## src/rtl/bridge_drive_pkg.sv

```systemverilog
package bridge_drive_pkg;

  typedef enum logic [1:0] {
    PH_RUN   = 2'd0,
    PH_DEAD  = 2'd1,
    PH_REGEN = 2'd2
  } phase_t;

  localparam logic [1:0] MODE_OPEN = 2'b00;

  typedef struct packed {
    logic hs_a;
    logic ls_a;
    logic hs_b;
    logic ls_b;
  } bridge_en_t;

  function automatic bridge_en_t mode_pattern(input logic [1:0] code);
    bridge_en_t p;
    p.hs_a = code[1] & ~code[0];
    p.ls_a = code[0];
    p.hs_b = code[0] & ~code[1];
    p.ls_b = code[1];
    return p;
  endfunction

endpackage

```

## src/rtl/bridge_supervisor.sv

```systemverilog
module bridge_supervisor #(
  parameter int NUM_CH = 6
) (
  input  logic [NUM_CH-1:0] dir_a,
  input  logic [NUM_CH-1:0] dir_b,
  input  logic              over_temp,
  input  logic              under_volt,
  output logic              standby,
  output logic              fault_act,
  output logic              kill
);
  // standby when every direction input is low; faults only act outside it
  assign standby   = ~(|dir_a) & ~(|dir_b);
  assign fault_act = (over_temp | under_volt) & ~standby;
  assign kill      = standby | fault_act;
endmodule

```

## src/rtl/bridge_channel.sv

```systemverilog
module bridge_channel
  import bridge_drive_pkg::*;
#(
  parameter int DEAD_CYC    = 5,
  parameter int REGEN_CYC   = 100000,
  parameter int MIN_OFF_CYC = 200,
  parameter bit CHOP_EN     = 1'b0
) (
  input  logic clk,
  input  logic rst,
  input  logic kill,
  input  logic brake_sel,
  input  logic chop_mode,
  input  logic oc_flag,
  input  logic in_a,
  input  logic in_b,
  output logic hs_a,
  output logic ls_a,
  output logic hs_b,
  output logic ls_b
);
  localparam int SPAN = (REGEN_CYC > DEAD_CYC) ? REGEN_CYC : DEAD_CYC;
  localparam int TW   = $clog2(SPAN + 1);
  localparam int CW   = $clog2(MIN_OFF_CYC + 1);

  phase_t     ph_q, ph_d;
  logic [1:0] tgt_q, tgt_d;
  logic [TW-1:0] tmr_q, tmr_d;
  logic [CW-1:0] chop_q, chop_d;
  bridge_en_t base, en_d, en_q;
  logic       chop_hit;
  logic [1:0] req;

  assign req = {in_a, in_b};

  always_comb begin
    ph_d  = ph_q;
    tgt_d = tgt_q;
    tmr_d = tmr_q;
    if (kill) begin
      ph_d  = PH_RUN;
      tgt_d = MODE_OPEN;
      tmr_d = '0;
    end else if (req != tgt_q) begin
      ph_d  = PH_DEAD;
      tgt_d = req;
      tmr_d = TW'(DEAD_CYC - 1);
    end else begin
      case (ph_q)
        PH_DEAD: begin
          if (tmr_q != '0) tmr_d = tmr_q - 1'b1;
          else if (tgt_q == MODE_OPEN && brake_sel) begin
            ph_d  = PH_REGEN;
            tmr_d = TW'(REGEN_CYC - 1);
          end else ph_d = PH_RUN;
        end
        PH_REGEN: begin
          if (tmr_q != '0) tmr_d = tmr_q - 1'b1;
          else ph_d = PH_RUN;
        end
        default: ;
      endcase
    end

    if (ph_d == PH_DEAD)       base = '0;
    else if (ph_d == PH_REGEN) base = mode_pattern(2'b11);
    else                       base = mode_pattern(tgt_d);

    chop_hit = CHOP_EN && chop_mode && oc_flag && (ph_d == PH_RUN)
               && (base.hs_a || base.hs_b);
    if (chop_hit)             chop_d = CW'(MIN_OFF_CYC);
    else if (chop_q != '0)    chop_d = chop_q - 1'b1;
    else                      chop_d = '0;

    en_d = base;
    if (chop_d != '0) begin
      en_d.hs_a = 1'b0;
      en_d.hs_b = 1'b0;
    end
  end

  always_ff @(posedge clk) begin
    if (rst) begin
      ph_q   <= PH_RUN;
      tgt_q  <= MODE_OPEN;
      tmr_q  <= '0;
      chop_q <= '0;
      en_q   <= '0;
    end else begin
      ph_q   <= ph_d;
      tgt_q  <= tgt_d;
      tmr_q  <= tmr_d;
      chop_q <= chop_d;
      en_q   <= en_d;
    end
  end

  assign hs_a = en_q.hs_a;
  assign ls_a = en_q.ls_a;
  assign hs_b = en_q.hs_b;
  assign ls_b = en_q.ls_b;

  // never both switches of one leg
  assert_no_shoot_through_R3: assert property (@(posedge clk) disable iff (rst)
    !(en_q.hs_a && en_q.ls_a) && !(en_q.hs_b && en_q.ls_b));

  // low sides only change through an all-off cycle
  assert_break_before_make_R4: assert property (@(posedge clk) disable iff (rst)
    ((en_q != '0) && ($past(en_q) != '0)) |->
      (en_q.ls_a == $past(en_q.ls_a) && en_q.ls_b == $past(en_q.ls_b)));

  // a kill request releases every switch at the next edge
  assert_kill_release_R8: assert property (@(posedge clk) disable iff (rst)
    kill |=> (en_q == '0));

  // a sampled overcurrent removes the high side
  assert_chop_high_off_R9: assert property (@(posedge clk) disable iff (rst)
    (CHOP_EN && chop_mode && oc_flag) |=> (!en_q.hs_a && !en_q.hs_b));
endmodule

```

## src/rtl/bridge_drive_ctrl.sv

```systemverilog
module bridge_drive_ctrl #(
  parameter int NUM_CH      = 6,
  parameter int NUM_CHOP    = 2,
  parameter int DEAD_CYC    = 5,
  parameter int REGEN_CYC   = 100000,
  parameter int MIN_OFF_CYC = 200
) (
  input  logic                clk,
  input  logic                rst,
  input  logic [NUM_CH-1:0]   dir_a,
  input  logic [NUM_CH-1:0]   dir_b,
  input  logic                brake_sel,
  input  logic                chop_mode,
  input  logic [NUM_CHOP-1:0] oc_flag,
  input  logic                over_temp,
  input  logic                under_volt,
  output logic [NUM_CH-1:0]   hs_a,
  output logic [NUM_CH-1:0]   ls_a,
  output logic [NUM_CH-1:0]   hs_b,
  output logic [NUM_CH-1:0]   ls_b
);
  localparam int FIRST_CHOP = NUM_CH - NUM_CHOP;

  logic standby, fault_act, kill;

  bridge_supervisor #(.NUM_CH(NUM_CH)) u_sup (
    .dir_a      (dir_a),
    .dir_b      (dir_b),
    .over_temp  (over_temp),
    .under_volt (under_volt),
    .standby    (standby),
    .fault_act  (fault_act),
    .kill       (kill)
  );

  for (genvar i = 0; i < NUM_CH; i++) begin : g_ch
    logic oc_i;
    if (i >= FIRST_CHOP) begin : g_chop
      assign oc_i = oc_flag[i - FIRST_CHOP];
    end else begin : g_plain
      assign oc_i = 1'b0;
    end
    bridge_channel #(
      .DEAD_CYC    (DEAD_CYC),
      .REGEN_CYC   (REGEN_CYC),
      .MIN_OFF_CYC (MIN_OFF_CYC),
      .CHOP_EN     (i >= FIRST_CHOP)
    ) u_ch (
      .clk       (clk),
      .rst       (rst),
      .kill      (kill),
      .brake_sel (brake_sel),
      .chop_mode (chop_mode),
      .oc_flag   (oc_i),
      .in_a      (dir_a[i]),
      .in_b      (dir_b[i]),
      .hs_a      (hs_a[i]),
      .ls_a      (ls_a[i]),
      .hs_b      (hs_b[i]),
      .ls_b      (ls_b[i])
    );
  end

  // standby releases every channel at the next edge
  assert_standby_release_R7: assert property (@(posedge clk) disable iff (rst)
    standby |=> (hs_a == '0 && ls_a == '0 && hs_b == '0 && ls_b == '0));

  // an active fault outside standby releases every channel
  assert_fault_release_R8: assert property (@(posedge clk) disable iff (rst)
    fault_act |=> (hs_a == '0 && ls_a == '0 && hs_b == '0 && ls_b == '0));
endmodule

```

## config.mk

```make
export PLATFORM = sky130hd
export DESIGN_NAME = bridge_drive_ctrl
export DESIGN_NICKNAME = d
export VERILOG_FILES = /design/src/rtl/bridge_drive_pkg.sv /design/src/rtl/bridge_supervisor.sv /design/src/rtl/bridge_channel.sv /design/src/rtl/bridge_drive_ctrl.sv
export SDC_FILE = /design/constraint.sdc
export NUM_CORES = 1
export LEC_CHECK = 0
export ABC_AREA = 0
export BUFFER_PORTS_ARGS = -buffer_cell sky130_fd_sc_hd__buf_2
export CAP_MARGIN = 25
export CORE_MARGIN = 2
export CORE_UTILIZATION = 60
export CTS_BUF_LIST = sky130_fd_sc_hd__clkbuf_2
export DETAILED_ROUTE_END_ITERATION = 10
export PLACE_DENSITY_LB_ADDON = 0.08
export RECOVER_POWER = 50
export SLEW_MARGIN = 20
export SYNTH_ARGS = -nofsm -noshare
export SYNTH_HDL_FRONTEND = slang
export SYNTH_SLANG_ARGS = --single-unit
```

## constraint.sdc

```tcl
create_clock -name clk -period 6 [get_ports clk]
set_input_delay 0.6 -clock clk [delete_from_list [all_inputs] [get_ports clk]]
set_output_delay 0.6 -clock clk [all_outputs]
set_load 0.1 [all_outputs]
```

# Yosys cells after proc, flatten, opt, wreduce, memory -nomap -nowiden
# Cells that the tools add are included.
# totals
reg_bits	198
in_bits	20
out_inout_bits	24
wordCells	330
# op_classes
n_addsub	12
eq_ne	54
n_mux	94
n_bitwise	31
n_reduce_logical	85
# ops
op	n
$mux 17	18
$pmux 17 s2	6
$reduce_bool 17->1	6
$sub 17x1->17 const B	6
$reduce_bool 8->1	12
$mux 2	42
$mux 8	8
$sub 8x1->8 const B	6
$ne 3x1->1 const B	12
$reduce_and 3->1	12
$mux 3	10
$eq 2x1->1 const B	12
$eq 2x2->1 const B	12
$ne 4x1->1 const B	6
$pmux 2 s2	6
$reduce_bool 3->1	6
$reduce_or 2->1	9
$reduce_or 3->1	6
$logic_not 2->1	8
$mux 4	4
$reduce_or 4->1	4
$not 1->1	15
$and 1x1->1	14
$logic_and 1x1->1	12
other kinds (6)	24

# Depth between registers and ports, before layout
# Gate-level depths: netlist of the first run.
# logic_depth
ltp_word	16
mapped_depth	13
mapped_depth_nobuf	12

# Hierarchy
# From an unflattened synthesis of the first run, not the netlist that was laid out.
# hier_totals
hier_cells	1262
hier_area_um2	10935.5
# by_module_without_submodules
mod	instances	cells_each	area_per_inst_um2
bridge_channel at g_ch[0].u_ch ...	4	211	1815.5
bridge_channel at g_ch[5].u_ch	1	201	1824.2
bridge_channel at g_ch[4].u_ch	1	209	1781.7
bridge_supervisor	1	7	63.8
bridge_drive_ctrl	1	1	3.8

# Worst setup path before layout of the first run
# Ideal clock, no wire load.
# synth_path
path_type	reg2reg
startpoint	register g_ch[1].u_ch.tmr_q[0]
endpoint	register g_ch[1].u_ch.en_q, in the netlist g_ch[1].u_ch.hs_b
arrival_ns	2.560
t_required_ns	5.922
slack_ns	3.362
path_stages_with_launch	14
path_buffers	1
synth_period_minus_slack_ns	2.638
cell_sequence	dfxtp_1 inv_1 ha_1 nor2b_1 and4b_1 clkbuf_1 nand2_1 mux2_2 o2bb2ai_1 and3_1 ha_1 nor2b_1 nand4_1 nor3_1
# synth_between
elab_chain_len	7
# synth_rtl
item	line_no	text
start, declared	bridge_channel.sv:28	logic [TW-1:0] tmr_q, tmr_d;
start signal, assigned	bridge_channel.sv:92	tmr_q <= tmr_d;
$reduce_bool 17->1 (*)	bridge_channel.sv:51, bridge_channel.sv:58	
$mux 2 (on tied branches)	bridge_channel.sv:58, bridge_channel.sv:51	
$pmux 2 s2 (*)	bridge_channel.sv:49	case (ph_q)
$mux 2 (*)	bridge_channel.sv:44	end else if (req != tgt_q) begin
$mux 2 (*)	bridge_channel.sv:40	if (kill) begin
named net g_ch[1].u_ch.ph_d[1]	bridge_channel.sv:26	phase_t ph_q, ph_d;
$eq 2x2->1 / $eq 2x1->1 (equally long branches)	bridge_channel.sv:66, bridge_channel.sv:65	
$reduce_or 4->1 (no line) (*)	-	
end signal, assigned	bridge_channel.sv:94	en_q <= en_d;
end, declared	bridge_channel.sv:30	bridge_en_t base, en_d, en_q;
# Mark *: on every way through the listed nets, which the timed path passes. The rest lies on a longest branch.
# A chain may end at the register's enable or synchronous reset.

# Worst setup path after layout of the first run
# Ends and elaborated chain as after synthesis.

==> results of run 1 <==
==> worst max-delay path: stages (launching register included) <==
cell	delay (ps)
dfxtp_1	390
inv_1	60
ha_1	150
nor2b_1	310
and4b_1	440
nand2_1	260
mux2_2	340
o2bb2ai_1	150
and3_1	180
ha_1	260
nor2b_1	150
nand4_1	160
nor3_1	200
==> kinds of logic after synthesis <==
logic type / count (synthesis) / synth area share [%]
DFF: 198 / 40.07
adders and majority gates: 36 / 4.553
buffers and inverters: 95 / 4.528
muxes: 9 / 0.9612
AOI/OAI and AO/OA: 223 / 14.00
xor gates and xnor gates: 89 / 7.879
and+or+nand+nor: 540 / 28.01
==> cell type report <==
| type | count | area [um^2] |
|---|---|---|
| Fill cell | 1437 | 5595 |
| Inverter | 50 | 187.7 |
| Sequential cell | 198 | 3964 |
| Antenna cell | 1 | 2.502 |
| Multi-Input combinational cell | 897 | 5494 |
| Clock inverter | 10 | 132.6 |
| Timing Repair Buffer | 51 | 254.0 |
| Clock buffer | 20 | 100.1 |
| Tap cell | 216 | 270.3 |
==> how the worst max path moves through the flow <==
| stage | end | cells after the start | startpoint |
|---|---|---|---|
| floorplan | g_ch[1].u_ch.hs_b | 13 | g_ch[1].u_ch.tmr_q[0] |
| global placement | g_ch[1].u_ch.hs_b | 8 | under_volt |
| detailed placement | g_ch[1].u_ch.hs_b | 12 | g_ch[1].u_ch.tmr_q[0] |
| CTS | g_ch[1].u_ch.hs_b | 12 | g_ch[1].u_ch.tmr_q[0] |
| global route | g_ch[1].u_ch.hs_b | 12 | g_ch[1].u_ch.tmr_q[0] |
| finish | g_ch[1].u_ch.hs_b | 12 | g_ch[1].u_ch.tmr_q[0] |
==> metrics by stage <==
stage	power [uW]	instances	utilization [%]	cell area, um^2
3_5_place_dp	2611	1406	63.43	10150
6_report	3242	1443	65.03	10410
4_1_cts	3263	1436	64.89	10380
5_1_grt	3483	1443	65.03	10410
3_3_place_gp	2591	1405	63.32	10130
2_1_floorplan	2417	1190	-	9893
==> routing by layer <==
| metal | routed length (um) | GRT usage (%) | vias to the layer above |
|---|---|---|---|
| li1 | - | - | 4248 |
| met1 | 10160 | 32.77 | 3792 |
| met2 | 9405 | 36.79 | 142 |
| met3 | 964 | 5.632 | 21 |
| met4 | 342 | 6.452 | 0 |
| met5 | 0 | 0 | - |
==> power breakdown <==
group	switching (uW)	total, uW	internal (uW)
clock	419	648	229
sequential	146	1610	1460
combinational	565	988	422
total	1130	3240	2110
==> state kept, by name, summed over array words and instances, names as in the netlist <==
name	count
g_ch.u_ch.tmr_q	102
g_ch.u_ch.chop_q	48
g_ch.u_ch.ph_q	12
g_ch.u_ch.tgt_q	12
g_ch.u_ch.hs_a	6
g_ch.u_ch.hs_b	6
g_ch.u_ch.ls_a	6
g_ch.u_ch.ls_b	6
==> layout by cell type, fill, tap and decap left out, types with 26 or more instances in the layout <==
cell type and n:
a21oi_1 93, clkbuf_1 26, dfxtp_1 198, ha_1 36, inv_1 50, nand2_1 90, nand3_1 42, nor2_1 180
nor3_1 57, o21ai_0 35, xnor2_1 26, xor2_1 63
==> flow_metrics.env, run 1 <==
export IMPL_syn_area_mm2=0.009893
export IMPL_cts_tree="yes"
export IMPL_htree_levels=4
export IMPL_drc=0
export IMPL_dpl_hpwl_mm=14.97
export IMPL_wire_per_inst_um=14.47
export IMPL_antenna_found_initial=1
export IMPL_area_growth_pct=5.173
export IMPL_cts_hold_fix_buffers=0
export IMPL_fin_crit_ps=3109
export IMPL_hold_path_class="in2reg"
export IMPL_synth_nets=1246
export IMPL_synth_area_per_cell_um2=8.314
export IMPL_fmax_mhz=321.7
export IMPL_drv_cap=1
export IMPL_synth_main_ff_cell="dfxtp_1"
export IMPL_grt_pass1_vias=7234
export IMPL_numPortBuffers=43
export IMPL_synth_warnings=0
export IMPL_maxSlewViolCount=30
export IMPL_dr_pass1_iters=4
export IMPL_dieArea_mm2=0.01753
export IMPL_r2r_slack_ps=2890
export IMPL_async_flop_share_pct=0
export IMPL_arrival_ps=3790
export IMPL_cp_start_kind="flop"
export IMPL_synth_seq_cells=198
export IMPL_place_congestion=0.8673
export IMPL_grt_pass1_wl_mm=34.42
export IMPL_hold_viol_final=0
export IMPL_clkSinkCount=198
export IMPL_die_w_um=132.4
export IMPL_cp_max_fo=8
export IMPL_ir_drop_uv=277.1
export IMPL_synthCells=1190
export IMPL_yosysTopAreaCellShare_pct=40.07
export IMPL_tightest_slew_ps=1527
export IMPL_hold_path_depth=2
export IMPL_final_setup_tns_ps=0
export IMPL_avgViaCountPerCell=5.685
export IMPL_holdWs_ps=100.6
export IMPL_crit_type="reg2reg"
export IMPL_synth_area_top_cells="dfxtp_1 (40%), nor2_1 (6.8%), xor2_1 (5.6%), a21oi_1 (4.7%), ha_1 (4.6%)"
export IMPL_drt_initial_drc_count=384
export IMPL_max_slew_margin_pct=-1.802
export IMPL_synth_edf_count=0
export IMPL_cp_end_kind="flop"
export IMPL_grt_max_degree=30
export IMPL_r2r_end="g_ch[1].u_ch.hs_b"
export IMPL_root_buffer="clkbuf_2"
export IMPL_row_count=46
export IMPL_period_share_pct=51.81
export IMPL_die_height_um=132.4
export IMPL_fin_ws_ps=2891
export IMPL_r2r_start="g_ch[1].u_ch.tmr_q[0]"
export IMPL_yosys_area_top_type="dfxtp_1"
export IMPL_yosysMostFrequentCell="dfxtp_1"
export IMPL_ant_nets=0
export IMPL_clockBufferDepth=2
export IMPL_synthTopCellsByCount="dfxtp_1 (198), nor2_1 (180), a21oi_1 (93)"
export IMPL_io_pins=44
export IMPL_place_ws_ps=2953
export IMPL_post_cts_setup_buffer_count=0
export IMPL_ys_seq_area_share_pct=40.07
export IMPL_rr_worst_depth=12
export IMPL_rsz0062_at_grt="false"
export IMPL_track_usage_pct=23.57
export IMPL_start_util_pct=61.83
export IMPL_clk_latency_ps=730
export IMPL_layout_drive_gt1_share_pct=6.036
export IMPL_num_vias=8203
export IMPL_totalWireLength_mm=20.88
export IMPL_synth_cell_types=64
export IMPL_hp_start="dir_a[4]"
export IMPL_core_mm2=0.01600
export IMPL_fin_skew_ps=31.55
export IMPL_power_leakage_uw=0.003991
export IMPL_p_per_area_mw_per_mm2=311.6
export IMPL_finalSetupViolations=0
export IMPL_post_cts_resized=0
export IMPL_violations="max-capacitance violations, max-slew violations"
export IMPL_overflow=0
export IMPL_nNetsFinal=1271
export IMPL_status="finished with violations"
export IMPL_holdPathEnd="g_ch[4].u_ch.hs_b"
export IMPL_clk_pin_slew_ps=250
export IMPL_worstPathRequired_ps=6680
export IMPL_numCtsBuffers=17
Note: power is estimated with default switching activity, not from simulation.
==> inputs of run 2 (changes only) <==
Settings changed: CORE_UTILIZATION 60 to 58.
Clock period 6 ns to 2.6 ns, I/O delays scaled along.
==> run 2 against run 1 <==
  * The run now ends clean
  * Via count rose by 3.6%
  * Sequential power grew 130%
  * Non-clock buffer count rose by 64
  * Setup slack got worse by 2800 ps
  * Clock-buffer cell count fell by 3
  * Largest power group unchanged
==> flow_metrics.env, run 2 (synthesized netlist as in run 1, its figures left out) <==
export IMPL_totalWireLength_mm=21.69
export IMPL_r2r_end="g_ch[5].u_ch.ls_b"
export IMPL_period_share_pct=95.17
export IMPL_top_register="g_ch.u_ch.tmr_q"
export IMPL_power_leakage_uw=0.004358
export IMPL_die_w_um=134.6
export IMPL_clk_pin_slew_ps=280
export IMPL_mostFrequentLayoutCell="dfxtp_1"
export IMPL_p_int_uw=4861
export IMPL_fin_crit_ps=2474
export IMPL_finalSetupViolations=0
export IMPL_cp_end_kind="flop"
export IMPL_numCtsBuffers=17
export IMPL_sw_frac_of_total_pct=36.11
export IMPL_root_buffer="clkbuf_2"
export IMPL_p_per_area_mw_per_mm2=688.9
export IMPL_start_util_pct=59.45
export IMPL_cts_tree="yes"
export IMPL_hold_path_depth=3
export IMPL_drc=0
export IMPL_ant_nets=0
export IMPL_core_mm2=0.01664
export IMPL_drv_cap=0
export IMPL_power_frac_comb_pct=31.4
export IMPL_numPortBuffers=43
export IMPL_r2r_slack_ps=130
export IMPL_place_congestion=0.8737
export IMPL_rr_worst_depth=8
export IMPL_tightest_slew_ps=1170
export IMPL_wire_per_inst_um=14.34
export IMPL_place_ws_ps=-2.772
export IMPL_status="completed"
export IMPL_clk_latency_ps=750
export IMPL_clockBufferDepth=2
export IMPL_crit_type="reg2reg"
export IMPL_final_core_util_pct=66.36
export IMPL_fmax_mhz=404.1
export IMPL_grt_pass1_vias=7643
export IMPL_holdWs_ps=273.9
export IMPL_arrival_ps=3180
export IMPL_dieArea_mm2=0.01812
export IMPL_drt_initial_drc_count=368
export IMPL_clkSinkCount=198
export IMPL_fin_area_mm2=0.01104
export IMPL_avgViaCountPerCell=5.618
export IMPL_overflow=0
export IMPL_layout_drive_gt1_share_pct=11.92
export IMPL_r2r_start="g_ch[5].u_ch.tmr_q[0]"
export IMPL_top_regs="g_ch.u_ch.tmr_q (102), g_ch.u_ch.chop_q (48)"
export IMPL_row_count=47
export IMPL_grt_pass1_wl_mm=36.40
export IMPL_layout_common_cells="dfxtp_1 (194), nor2_1 (178), a21oi_1 (92)"
export IMPL_place_area_mm2=0.01050
export IMPL_hold_viol_final=0
export IMPL_holdPathEnd="g_ch[2].u_ch.hs_b"
export IMPL_antenna_found_initial=1
export IMPL_clockPowerShare_pct=19.8
export IMPL_io_pins=44
export IMPL_max_slew_margin_pct=22.34
export IMPL_nNetsFinal=1335
export IMPL_dpl_hpwl_mm=15.55
export IMPL_ir_drop_uv=616.0
export IMPL_largest_reg_flops=102
export IMPL_cp_start_kind="flop"
export IMPL_track_usage_pct=24.56
export IMPL_num_vias=8500
export IMPL_power_switching_uw=2747
export IMPL_fin_ws_ps=125.5
export IMPL_maxSlewViolCount=0
export IMPL_dr_pass1_iters=5
export IMPL_sequentialPowerShare_pct=48.8
export IMPL_fin_skew_ps=21.01
export IMPL_die_height_um=134.6
export IMPL_grt_max_degree=29
export IMPL_area_growth_pct=11.62
export IMPL_worstPathRequired_ps=3300
export IMPL_cp_max_fo=5
export IMPL_hp_start="dir_a[2]"
export IMPL_hold_path_class="in2reg"
export IMPL_htree_levels=4
export IMPL_n_fill_cell=1424
[run 2: what timing repair did]
| action | in CTS | in global routing |
|---|---|---|
| pin swaps | 0 | 3 |
| endpoints found under the hold margin | 57 | 0 |
| endpoints found under the setup margin | 5 | 13 |
| cloned | 0 | 0 |
| resized for setup | 3 | 24 |
| setup buffers | 1 | 1 |
| hold buffers | 22 | 0 |
[run 2: worst max-delay path by stage]
stage                                       from                 to  slack, ps
after CTS                 g_ch[0].u_ch.tmr_q[11]  g_ch[0].u_ch.hs_b          9
after floorplan            g_ch[0].u_ch.tmr_q[0]  g_ch[0].u_ch.hs_b         40
after global routing      g_ch[1].u_ch.tmr_q[12]  g_ch[1].u_ch.hs_b         -6
after detailed placement   g_ch[0].u_ch.tmr_q[0]  g_ch[0].u_ch.hs_b         -3
final                      g_ch[5].u_ch.tmr_q[0]  g_ch[5].u_ch.ls_b        130
after global placement     g_ch[0].u_ch.tmr_q[0]  g_ch[0].u_ch.hs_b         80
[run 2: critical path, stage by stage (launching register included)]
cell and delay, ps:
dfxtp_1 410, inv_1 90, ha_1 150, or4b_4 500
nor3b_4 270, nand2_2 130, or4b_4 550, a31o_1 200
a21oi_1 130
[run 2: metrics by stage]
| stage | std cells | TNS [ps] | power [uW] |
|---|---|---|---|
| 2_1_floorplan | 1190 | 0 | 5578 |
| 3_3_place_gp | 1456 | 0 | 6071 |
| 3_5_place_dp | 1456 | -2.772 | 6107 |
| 4_1_cts | 1511 | 0 | 7647 |
| 5_1_grt | 1513 | -6.103 | 8170 |
| 6_report | 1513 | 0 | 7608 |
[run 2: layer usage]
metal	part of all wire, %	GRT usage [%]	vias up
met5	0	0	-
met1	48	33.57	3974
met2	47	40.65	144
met3	4.2	4.692	16
met4	0.87	5.263	0
li1	-	-	4366
[run 2: power groups by stage]
stage	Clock [uW]	Combinational [uW]	Sequential, uW
floorplan	0	1890	3680
global placement	0	2310	3760
detailed placement	0	2340	3770
CTS	1550	2390	3710
global route	1680	2720	3770
finish	1510	2390	3710
[run 2: cell type report]
type,instances,area (um^2),area share (%)
inverters,50,187.7,1.700
clock inverters,15,152.6,1.382
multi-input cells,897,5590,50.62
flip-flops and latches,198,3969,35.94
clock buffers,17,85.08,0.7705
diodes,1,2.502,0.02266
well taps,220,275.3,2.493
repair buffers,115,780.7,7.070
==> inputs of run 3 (changes only) <==
Settings changed: CORE_UTILIZATION 58 to 44.
Clock period 2.6 ns to 2.2 ns, I/O delays scaled along.
==> run 3 against run 2 <==
  * The flow now finishes with violations (negative setup slack)
  * Combinational power up 29%
  * Critical path depth increased by 2
  * Sequential share of layout area is 4.6 points lower
  * Flip-flop and latch count unchanged
  * Clock power up 22%
  * Global-route usage is 4.0 points lower
  * First-iteration DRC count down 1.6%
  * Via count up 5.8%
  * Critical endpoint is now g_ch[1].u_ch.hs_b
  * Largest cell class unchanged
==> flow_metrics.env, run 3 (synthesized netlist as in run 1, its figures left out) <==
export IMPL_status="finished with violations"
export IMPL_violations="negative setup slack"
export IMPL_ant_nets=0
export IMPL_clockPowerShare_pct=19.7
export IMPL_clk_pin_slew_ps=270
export IMPL_top_register="g_ch.u_ch.tmr_q"
export IMPL_cp_end_kind="flop"
export IMPL_slowest_stage="or4_4"
export IMPL_max_slew_margin_pct=56.52
export IMPL_rsz0062_at_grt="true"
export IMPL_antenna_found_initial=1
export IMPL_dieArea_mm2=0.02370
export IMPL_dr_pass1_iters=5
export IMPL_top_regs="g_ch.u_ch.tmr_q (102), g_ch.u_ch.chop_q (48)"
export IMPL_power_frac_comb_pct=33.2
export IMPL_drc=0
export IMPL_cts_tree="yes"
export IMPL_clkSinkCount=198
export IMPL_power_leakage_uw=0.005269
export IMPL_wire_per_inst_um=14.14
export IMPL_fin_skew_ps=48.87
export IMPL_sequentialPowerShare_pct=47.1
export IMPL_grt_pass1_wl_mm=40.07
export IMPL_final_cells=1723
export IMPL_die_height_um=154.0
export IMPL_mostFrequentLayoutCell="buf_4"
export IMPL_layout_drive_gt1_share_pct=26.77
export IMPL_place_ws_ps=-388.9
export IMPL_drv_cap=0
export IMPL_path_cells="or4_4 > nor3_4 > nand2_4 > mux2_2 > o2bb2ai_2 > and3_1 > ha_1 > nor2b_2 > nand4_1 > nor3_2"
export IMPL_hold_viol_final=0
export IMPL_fin_ws_ps=-274.5
export IMPL_fin_crit_ps=2474
export IMPL_grt_pass1_vias=8562
export IMPL_start_util_pct=45.05
export IMPL_totalWireLength_mm=24.37
export IMPL_clk_latency_ps=790
export IMPL_io_pins=44
export IMPL_hold_path_class="in2reg"
export IMPL_avgViaCountPerCell=5.219
export IMPL_area_growth_pct=28.56
export IMPL_largest_reg_flops=102
export IMPL_sw_frac_of_total_pct=36.40
export IMPL_p_per_area_mw_per_mm2=732.0
export IMPL_cp_start_kind="flop"
export IMPL_power_switching_uw=3389
export IMPL_crit_family="simple AND/OR/NAND/NOR gates"
export IMPL_crit_type="reg2reg"
export IMPL_worstPathRequired_ps=2930
export IMPL_dp_cells=1655
export IMPL_numPortBuffers=43
export IMPL_final_setup_tns_ps=-2594
export IMPL_fmax_mhz=404.1
export IMPL_n_fill_cell=2041
export IMPL_layout_common_cells="buf_4 (188), dfxtp_1 (185), nor2_1 (178)"
export IMPL_die_w_um=154.0
export IMPL_htree_levels=4
export IMPL_drt_initial_drc_count=362
export IMPL_core_mm2=0.02196
export IMPL_track_usage_pct=20.53
export IMPL_nNetsFinal=1485
export IMPL_grt_max_degree=29
export IMPL_cp_buffers_inverters=0
export IMPL_tightest_slew_ps=652.3
export IMPL_finalSetupViolations=21
export IMPL_cp_max_fo=3
export IMPL_p_int_uw=5921
export IMPL_final_core_util_pct=57.92
export IMPL_row_count=54
export IMPL_numCtsBuffers=17
export IMPL_arrival_ps=3210
export IMPL_root_buffer="clkbuf_2"
export IMPL_num_vias=8992
export IMPL_cp_slowest_stage_delay_ps=550
export IMPL_ir_drop_uv=578.5
export IMPL_overflow=0
export IMPL_maxSlewViolCount=0
export IMPL_clockBufferDepth=2
export IMPL_period_share_pct=112.5
export IMPL_dpl_hpwl_mm=17.42
export IMPL_place_congestion=0.8548
[run 3: cell types whose count changed in the layout (fill, tap and decap cells not counted), sizes merged]
cell         before  now
buf              63  237
clkbuf           47   23
clkinv            7    6
clkinvlp          2    1
dlygate4sd3      22   23
inv              54   55
[run 3: final cells by class]
cell class	count	area [um^2]	area share [%]
Clock buffer	18	90.09	0.7083
Tap cell	280	350.3	2.755
Multi-Input combinational cell	897	5993	47.12
Clock inverter	14	147.6	1.161
Inverter	50	187.7	1.476
Antenna cell	1	2.502	0.01968
Timing Repair Buffer	265	1967	15.46
Sequential cell	198	3980	31.29
[run 3: power by group through the flow]
stage | clock network [uW] | registers (uW) | logic (uW)
6_report | 1840 | 4380 | 3090
5_1_grt | 2050 | 4440 | 3490
4_1_cts | 1910 | 4380 | 3050
3_5_place_dp | 0 | 4440 | 2970
3_3_place_gp | 0 | 4430 | 2920
2_1_floorplan | 0 | 4350 | 2260
[run 3: layer usage]
metal	up-vias	part of all wire [%]	track usage (%)
li1	4666	-	-
met1	4197	49	26.82
met2	106	47	34.59
met3	23	2.8	3.946
met4	0	1.3	5.874
met5	-	0	0
[run 3: stage by stage]
step / area (um^2) / total power (uW) / hold slack [ps]
floorplan: 10080 / 6610 / 295.8
global placement: 11800 / 7359 / 441.0
detailed placement: 11800 / 7407 / 449.7
CTS: 12440 / 9338 / 169.1
global route: 12720 / 9978 / 187.8
finish: 12720 / 9310 / 268.3
[run 3: what timing repair did]
action | in CTS | in global routing
endpoints found under the setup margin | 26 | 61
hold buffers | 23 | 0
gates resized for setup | 38 | 55
pin swaps | 31 | 17
cloned | 0 | 0
setup buffers | 5 | 8
endpoints found under the hold margin | 58 | 0
[run 3: worst paths after layout]
kind / startpoint / end / slack [ps] / cells after the start
worst max-delay path: g_ch[1].u_ch.tmr_q[14] / g_ch[1].u_ch.hs_b / -270 / 10
worst min-delay path: dir_a[4] / g_ch[4].u_ch.hs_b / 270 / 4
worst max register to register: g_ch[1].u_ch.tmr_q[14] / g_ch[1].u_ch.hs_b / -270 / 10
worst min register to register: g_ch[1].u_ch.chop_q[0] / g_ch[1].u_ch.chop_q[0] / 490 / 1
[run 3: worst register-to-register path: stages, from the launching register on]
cell	delay [ps]
dfxtp_2	380
or4_4	550
nor3_4	180
nand2_4	70
mux2_2	290
o2bb2ai_2	130
and3_1	170
ha_1	260
nor2b_2	110
nand4_1	140
nor3_2	160
